`config.mk`:
```
export PLATFORM = sky130hd
export DESIGN_NAME = trk_shift_reg
export DESIGN_NICKNAME = d
export VERILOG_FILES = /design/src/rtl/trk_pkg.sv /design/src/rtl/trk_debounce.sv /design/src/rtl/trk_edge.sv /design/src/rtl/trk_shift_core.sv /design/src/rtl/trk_shift_reg.sv
export SDC_FILE = /design/constraint.sdc
export NUM_CORES = 1
export LEC_CHECK = 0
export CAP_MARGIN = 10
export CORE_ASPECT_RATIO = 0.5
export CORE_MARGIN = 2
export CORE_UTILIZATION = 45
export DETAILED_ROUTE_END_ITERATION = 10
export DONT_BUFFER_PORTS = 1
export GPL_ROUTABILITY_DRIVEN = 0
export PLACE_DENSITY = 0.65
export SLEW_MARGIN = 20
export SYNTH_ARGS = -nofsm -noshare
export SYNTH_HDL_FRONTEND = slang
export SYNTH_HIERARCHICAL = 1
export SYNTH_SLANG_ARGS = --single-unit
```
`constraint.sdc`:
```
create_clock -name clk -period 7.1 [get_ports clk]
set_clock_uncertainty 0.15 [all_clocks]
set_input_delay 0 -clock clk [delete_from_list [all_inputs] [get_ports clk]]
set_output_delay 0 -clock clk [all_outputs]
set_load 0.02 [all_outputs]
```
`src/rtl/trk_pkg.sv`:
```
package trk_pkg;
  // Shift direction: which way the contents travel on a line advance.
  typedef enum logic {
    SHIFT_UP   = 1'b0,
    SHIFT_DOWN = 1'b1
  } shift_dir_e;
endpackage

```
`src/rtl/trk_debounce.sv`:
```
module trk_debounce #(
  parameter int DB_W = 8
) (
  input  logic            clk,
  input  logic            rst,
  input  logic            raw_in,
  input  logic [DB_W-1:0] db_cycles,
  output logic            level_q
);
  localparam int CW = DB_W + 1;

  logic            meta_q, sync_q;
  logic [DB_W-1:0] run_q;
  logic [CW-1:0]   run_inc;
  logic [CW-1:0]   thresh;

  // two-flop synchroniser for the asynchronous trigger
  always_ff @(posedge clk) begin
    if (rst) begin
      meta_q <= 1'b0;
      sync_q <= 1'b0;
    end else begin
      meta_q <= raw_in;
      sync_q <= meta_q;
    end
  end

  assign run_inc = {1'b0, run_q} + CW'(1);
  assign thresh  = (db_cycles == '0) ? CW'(1) : {1'b0, db_cycles};

  // accept a new level only after it has persisted for thresh clocks
  always_ff @(posedge clk) begin
    if (rst) begin
      level_q <= 1'b0;
      run_q   <= '0;
    end else if (sync_q == level_q) begin
      run_q <= '0;
    end else if (run_inc >= thresh) begin
      level_q <= sync_q;
      run_q   <= '0;
    end else begin
      run_q <= run_inc[DB_W-1:0];
    end
  end
endmodule

```
`src/rtl/trk_edge.sv`:
```
module trk_edge (
  input  logic clk,
  input  logic rst,
  input  logic level,
  output logic rise
);
  logic prev_q;

  always_ff @(posedge clk) begin
    if (rst) prev_q <= 1'b0;
    else     prev_q <= level;
  end

  assign rise = level & ~prev_q;
endmodule

```
`src/rtl/trk_shift_core.sv`:
```
module trk_shift_core
  import trk_pkg::*;
#(
  parameter int MAX_POS = 16,
  parameter int LW      = $clog2(MAX_POS + 1),
  parameter int TW      = $clog2(MAX_POS)
) (
  input  logic               clk,
  input  logic               rst,
  input  logic               clr,
  input  logic               shift_en,
  input  shift_dir_e         dir,
  input  logic               data_in,
  input  logic [LW-1:0]      len_cfg,
  input  logic [TW-1:0]      tap_sel,
  output logic [MAX_POS-1:0] track_q,
  output logic               unload_q,
  output logic               tap_q
);
  localparam int              TP      = 1 << TW;
  localparam logic [LW-1:0]   LEN_MAX = LW'(MAX_POS);

  logic [LW-1:0]      len_eff, len_m1;
  logic [MAX_POS-1:0] at_top, act_mask, up_nxt, dn_nxt, nxt;
  logic [TP-1:0]      nxt_pad;
  logic               out_bit;

  always_comb begin
    if (len_cfg == '0)          len_eff = LW'(1);
    else if (len_cfg > LEN_MAX) len_eff = LEN_MAX;
    else                        len_eff = len_cfg;
  end
  assign len_m1 = len_eff - LW'(1);

  // per-position next-state for each direction
  for (genvar i = 0; i < MAX_POS; i++) begin : g_pos
    localparam logic [LW-1:0] IDX = LW'(i);
    assign at_top[i]   = (len_m1 == IDX);
    assign act_mask[i] = (IDX < len_eff);
    if (i == 0) begin : g_lo
      assign up_nxt[i] = data_in;
    end else begin : g_mid
      assign up_nxt[i] = track_q[i-1];
    end
    if (i == MAX_POS - 1) begin : g_hi
      assign dn_nxt[i] = at_top[i] ? data_in : 1'b0;
    end else begin : g_rest
      assign dn_nxt[i] = at_top[i] ? data_in : track_q[i+1];
    end
  end

  assign out_bit = (dir == SHIFT_DOWN) ? track_q[0] : |(track_q & at_top);

  always_comb begin
    if (!shift_en)              nxt = track_q & act_mask;
    else if (dir == SHIFT_DOWN) nxt = dn_nxt & act_mask;
    else                        nxt = up_nxt & act_mask;
  end

  assign nxt_pad = TP'(nxt);

  always_ff @(posedge clk) begin
    if (rst || clr) begin
      track_q  <= '0;
      unload_q <= 1'b0;
      tap_q    <= 1'b0;
    end else begin
      track_q <= nxt;
      tap_q   <= nxt_pad[tap_sel];
      if (shift_en) unload_q <= out_bit;
    end
  end
endmodule

```
`src/rtl/trk_shift_reg.sv`:
```
module trk_shift_reg
  import trk_pkg::*;
#(
  parameter int MAX_POS = 16,
  parameter int DB_W    = 8,
  localparam int LW     = $clog2(MAX_POS + 1),
  localparam int TW     = $clog2(MAX_POS)
) (
  input  logic               clk,
  input  logic               rst,
  input  logic               clr,
  input  logic               trig_in,
  input  logic [DB_W-1:0]    db_cycles,
  input  logic               dir_down,
  input  logic               data_in,
  input  logic [LW-1:0]      len_cfg,
  input  logic [TW-1:0]      tap_sel,
  output logic [MAX_POS-1:0] track_q,
  output logic               unload_q,
  output logic               tap_q
);
  logic       trig_lvl;
  logic       shift_ev;
  shift_dir_e dir;

  assign dir = shift_dir_e'(dir_down);

  trk_debounce #(.DB_W(DB_W)) u_db (
    .clk(clk), .rst(rst), .raw_in(trig_in),
    .db_cycles(db_cycles), .level_q(trig_lvl)
  );

  trk_edge u_edge (
    .clk(clk), .rst(rst), .level(trig_lvl), .rise(shift_ev)
  );

  trk_shift_core #(.MAX_POS(MAX_POS), .LW(LW), .TW(TW)) u_core (
    .clk(clk), .rst(rst), .clr(clr), .shift_en(shift_ev), .dir(dir),
    .data_in(data_in), .len_cfg(len_cfg), .tap_sel(tap_sel),
    .track_q(track_q), .unload_q(unload_q), .tap_q(tap_q)
  );
endmodule

```
; Word level (Yosys, flattened, before mapping)
; Cells that the tools add are included.
[word_totals]
reg_bits = 30
out_inout_bits = 18
word_cells = 83
[classes]
mux = 24
magnitude_cmp = 19
bitwise = 7
eq_ne = 16
n_addsub = 2
reduce_logical = 7
[ops]
columns = operator, n
row1 = $and 16x16->16, 4
row2 = $eq 5x4->1 const B, 8
row3 = $lt 4x5->1 const A, 8
row4 = $mux 16, 2
row5 = $eq 5x3->1 const B, 4
row6 = $lt 3x5->1 const A, 4
row7 = $mux 1, 18
row8 = $reduce_or 16->1, 1
row9 = $eq 5x2->1 const B, 2
row10 = $logic_not 5->1, 2
row11 = $lt 1x5->1 const A, 2
row12 = $lt 2x5->1 const A, 2
row13 = $mux 5, 2
row14 = $add 8x1->9 const B, 1
row15 = $ge 9x9->1, 1
row16 = $logic_not 8->1, 1
row17 = $mux 8, 1
row18 = $eq 5x1->1 const B, 1
row19 = $gt 5x5->1 const B, 1
row20 = $lt 4x5->1 const B, 1
row21 = $sub 5x1->5 const B, 1
row22 = $bmux 1 s4, 1
row23 = $reduce_or 3->1, 1
row24 = $not 1->1, 2
row25 = other kinds (4), 4

; Logic depth before layout (Yosys ltp)
[logic_depth]
depth_word = 11
mapped_depth = 9

; By module
; The synthesis kept the hierarchy.
[by_module_without_submodules]
columns = mod, area_per_inst_um2, n_inst, cells_each, seq_area_each_um2
row1 = trk_shift_core, 1581.5, 1, 207, 360.3
row2 = trk_debounce, 648.1, 1, 71, 220.2
row3 = trk_edge, 47.5, 1, 3, 20.0

; Worst setup path after synthesis
; Ideal clock, no wire load.
[synth_path]
path_kind = reg-to-reg
startpoint = register u_db.run_q[0]
endpoint = register u_db.level_q
path_stages_with_launch = 10
synth_period_minus_slack_ns = 2.264
slack_ns = 4.836
t_arrival_ns = 2.043
setup_time_ns = 0.072
n_path_buf = 0
cell_sequence = dfxtp_1 > ha_1 > nand3_1 > nor2_1 > xor2_1 > ha_1 > a21o_1 > a221oi_2 > and3_1 > mux2i_1
[synth_between]
elab_chain_cells = 3
[synth_rtl]
columns = element, line_no
row1 = from (decl), trk_debounce.sv:13  ; logic [DB_W-1:0] run_q;
row2 = from (signal assigned), trk_debounce.sv:42  ; run_q <= run_inc[DB_W-1:0];
row3 = $add 8x1->9, trk_debounce.sv:28  ; assign run_inc = {1'b0, run_q} + CW'(1);
row4 = net u_db.run_inc[6], trk_debounce.sv:14  ; logic [CW-1:0] run_inc;
row5 = $ge 9x9->1, trk_debounce.sv:38  ; end else if (run_inc >= thresh) begin
row6 = $reduce_and 2->1 (no source line), n/a
row7 = to (signal assigned), trk_debounce.sv:39  ; level_q <= sync_q;
row8 = to (decl), trk_debounce.sv:8  ; output logic level_q
; The timed path passes the listed nets, and every way through them passes these cells.
; A chain may end at the register's enable or synchronous reset.

; Worst setup path after layout
[layout_path]
startpoint = register u_db.level_q
endpoint = register u_core.tap_q
[layout_between]
elab_chain_cells = 4
[layout_rtl]
columns = element, line_no
row1 = $and 1x1->1, trk_edge.sv:14  ; assign rise = level & ~prev_q;
row2 = net shift_ev, trk_shift_reg.sv:23  ; logic shift_ev;
row3 = $mux 16, trk_shift_core.sv:55  ; if (!shift_en) nxt = track_q & act_mask;
row4 = $bmux 1 s4, trk_shift_core.sv:69  ; tap_q <= nxt_pad[tap_sel];
row5 = $mux 1 (not written as such), trk_shift_core.sv:69
row6 = to (signal assigned), trk_shift_core.sv:69
row7 = to (decl), trk_shift_core.sv:18  ; output logic tap_q
; The timed path passes the listed nets, and every way through them passes these cells. The select of a mux whose other input is x is not followed.

==> flow_summary.json <==
{
  "via_per_inst": 6.61,
  "die_w_um": 105,
  "max_stage_delay_ps": 650,
  "power.share.switching": 0.258,
  "intPower_w": 0.000265,
  "peakVddDrop_uv": 82.2,
  "crit_slowest_cell": "and2_0",
  "path_class": "register to register",
  "cts_tree": "built",
  "required_ps": 7130,
  "fillCellCount": 486,
  "register_area_um2": 601,
  "drt_wl_total_um": 7010,
  "syn_nets": 313,
  "diodes": 0,
  "leakagePower_nw": 0.972,
  "synth-edff-count": 0,
  "drv_cap": 0,
  "cts.sinks": 30,
  "die_y_um": 54.3,
  "synth-seq-cells": 30,
  "setup-tns-final_ps": 0,
  "h-tree-depth": 2,
  "fmaxAchievable_ghz": 0.276,
  "ys_types": 62,
  "grt_pass1_wl_um": 11200,
  "clockRootBuffer": "clkbuf_8",
  "dp_slack_ps": 4420,
  "netlist_area_um2": 2280,
  "core_area_um2": 4910,
  "period_needed_ps": 3630,
  "cp-end-kind": "register",
  "grt_util_all_layers": 0.254,
  "fin_nets": 323,
  "synthesis.instances": 281,
  "synth_seq_area_share": 0.264,
  "hold_violations": 0,
  "area_delta_synth_final_pct": 13.5,
  "synth_ff_type": "dfxtp_1",
  "gr-total-overflow": 0,
  "whs_ps": 0.528,
  "r2r_cells": 8,
  "dp_hpwl_um": 4590,
  "path_cells": "nor2b_4, and2_0, a221o_1, mux2_2, a311oi_1, dlygate4sd3_1, a41o_1, dlygate4sd3_1",
  "row_count": 18,
  "hold_class": "input pin to register",
  "dr.first_iter.drc_count": 293,
  "syn_avg_cell_area_um2": 8.10,
  "p_comb_frac": 0.117,
  "numCtsBuffers": 5,
  "clkTransAtPathRegs_ps": 70,
  "relSlewSlack": 0.529,
  "p_per_area_nw_per_um2": 138,
  "maxSlewViolCount": 0,
  "rsz0062_at_grt": "false",
  "cp.arrival_ps": 3650,
  "post_drt_wl_per_cell_um": 19.4,
  "status": "finished, final reports clean",
  "route.vias.total": 2392,
  "cp_max_fo": 24,
  "grt_pass1_vias": 2284,
  "insertion_delay_ps": 290,
  "startpoint_type": "register",
  "ios": 41,
  "start_util": 0.464,
  "remaining_drc_errors": 0,
  "ant_nets": 0,
  "clockBufferDepth": 2,
  "drt_first_pass_iters": 6,
  "worstMarginPinSlew_ps": 706,
  "hold-path-cell-count": 4,
  "drive_above_1_share": 0.0788,
  "multi_input_area_um2": 1530,
  "setup_ws_ps": 3470,
  "dieArea_um2": 5680,
  "grt_max_degree": 25,
  "finalCritPeriodShare": 0.511,
  "timing.critical_path.mode_cell": "dlygate4sd3_1",
  "cts_resized": 0,
  "antenna_found_initial": 0,
  "clkPwrFrac": 0.407,
  "p_sw_w": 0.0000922,
  "portBuffers": 0,
  "yosys_warnings": 6,
  "finalSetupViolations": 0,
  "seq_power_share": 0.476,
  "async_reset_ff_frac": 0
}
placed cells by master, fill, tap and decap left out, types with 3 or more instances in the layout:
cell type / synthesis / routed
nor3_1: 5 / 5
nand2_1: 12 / 12
nand3_1: 11 / 11
and3_1: 10 / 10
a311oi_1: 5 / 5
xnor2_1: 3 / 3
nand2b_1: 8 / 8
a21oi_1: 8 / 8
nor2_1: 21 / 21
ha_1: 9 / 9
o2111ai_1: 4 / 4
nand4_1: 6 / 6
a21o_1: 3 / 3
xor2_1: 4 / 4
inv_1: 12 / 12
nor2b_1: 13 / 13
a211o_1: 3 / 3
mux2i_1: 10 / 10
nand3b_1: 3 / 3
o221ai_1: 5 / 5
a41o_1: 3 / 3
o21ai_0: 16 / 16
clkbuf_8: 0 / 6
dfxtp_1: 30 / 30
a31oi_1: 4 / 4
dlygate4sd3_1: 0 / 23
or2_2: 5 / 5
o22ai_1: 5 / 5
power by group through the flow:
stage | sequential [W] | combinational [W] | clock, W
3_3_place_gp | 0.000174 | 0.0000281 | 0
4_1_cts | 0.000170 | 0.0000396 | 0.000149
6_report | 0.000170 | 0.0000417 | 0.000145
2_1_floorplan | 0.000174 | 0.0000327 | 0
5_1_grt | 0.000170 | 0.0000443 | 0.000154
3_5_place_dp | 0.000174 | 0.0000285 | 0
Yosys cell counts, types with 3 or more instances:
cell       number  area [µm²]
or2_2           5        31.3
a311oi_1        5        43.8
a41o_1          3        30.0
o22ai_1         5        31.3
o2111ai_1       4        35.0
nand3b_1        3        22.5
a31oi_1         4        25.0
a211o_1         3        26.3
xnor2_1         3        26.3
nand4_1         6        37.5
mux2i_1        10         100
a21oi_1         8        40.0
nor3_1          5        25.0
nor2b_1        13        81.3
buf_2           9        45.0
o21ai_0        16        80.1
o221ai_1        5        43.8
ha_1            9         113
nand3_1        11        55.1
nand2_1        12        45.0
and3_1         10        62.6
nand2b_1        8        50.1
dfxtp_1        30         601
nor2_1         21        78.8
clkbuf_1        8        30.0
inv_1          12        45.0
xor2_1          4        35.0
a21o_1          3        22.5
timing repair:
action                                 4_1_cts  5_1_grt
setup buffers                                0        0
endpoints found under the hold margin       30        0
hold buffers                                23        0
path summary, 6_finish.rpt:
path | end | start | slack [ps]
worst max-delay path | u_core/tap_q | u_db/level_q | 3470
worst min-delay path | u_core/track_q[8] | len_cfg[1] | 0.5
worst max register to register | u_core/tap_q | u_db/level_q | 3470
worst min register to register | u_db/sync_q | u_db/meta_q | 290
per-layer routing:
layer	wire, µm	track usage	part of all wire
met1	2810	0.301	0.40
met2	3020	0.435	0.43
met3	849	0.0810	0.12
met4	333	0.127	0.047
met5	0	0	0
through the flow:
step | instances | cell area, µm² | util | total power (W)
2_1_floorplan | 281 | 2280 | - | 0.000207
6_report | 362 | 2580 | 0.527 | 0.000357
3_5_place_dp | 331 | 2260 | 0.461 | 0.000203
5_1_grt | 362 | 2580 | 0.527 | 0.000369
4_1_cts | 362 | 2580 | 0.527 | 0.000359
3_3_place_gp | 331 | 2260 | 0.461 | 0.000202
cell type report:
type                       count  share of cell area
tap                           70              0.0339
inverter                      12              0.0174
multi-input combinational    219               0.592
clock buffer                   7              0.0334
sequential                    30               0.232
timing repair buffer          23              0.0891
clock inverter                 1             0.00194
registers in the layout, indices dropped and copies added, names as in the netlist:
register         count
u_core/track_q      16
u_core/unload_q      1
u_edge/prev_q        1
u_db/level_q         1
u_db/run_q           8
u_db/sync_q          1
u_db/meta_q          1
u_core/tap_q         1
cells by family (layout without fill, tap and decap cells):
group                    after synthesis  after routing  synth area share
XOR/XNOR                               7              7            0.0269
AO/OA/AOI/OAI                         80             80             0.260
adder cells (fa/ha/maj)                9              9            0.0495
buffers and inverters                 32             43            0.0643
AND/OR/NAND/NOR                      111            111             0.281
multiplexers                          12             12            0.0538
flip-flops                            30             30             0.264
worst max-delay path: cells and delay by family, from the launching register on:
kind | cells | cell delay [ps]
AND/OR/NAND/NOR | 2 | 1150
buffers and inverters | 2 | 1120
AO/OA/AOI/OAI | 3 | 520
multiplexers | 1 | 180
flip-flops | 1 | 380
Note: power is estimated with default switching activity, not from simulation.
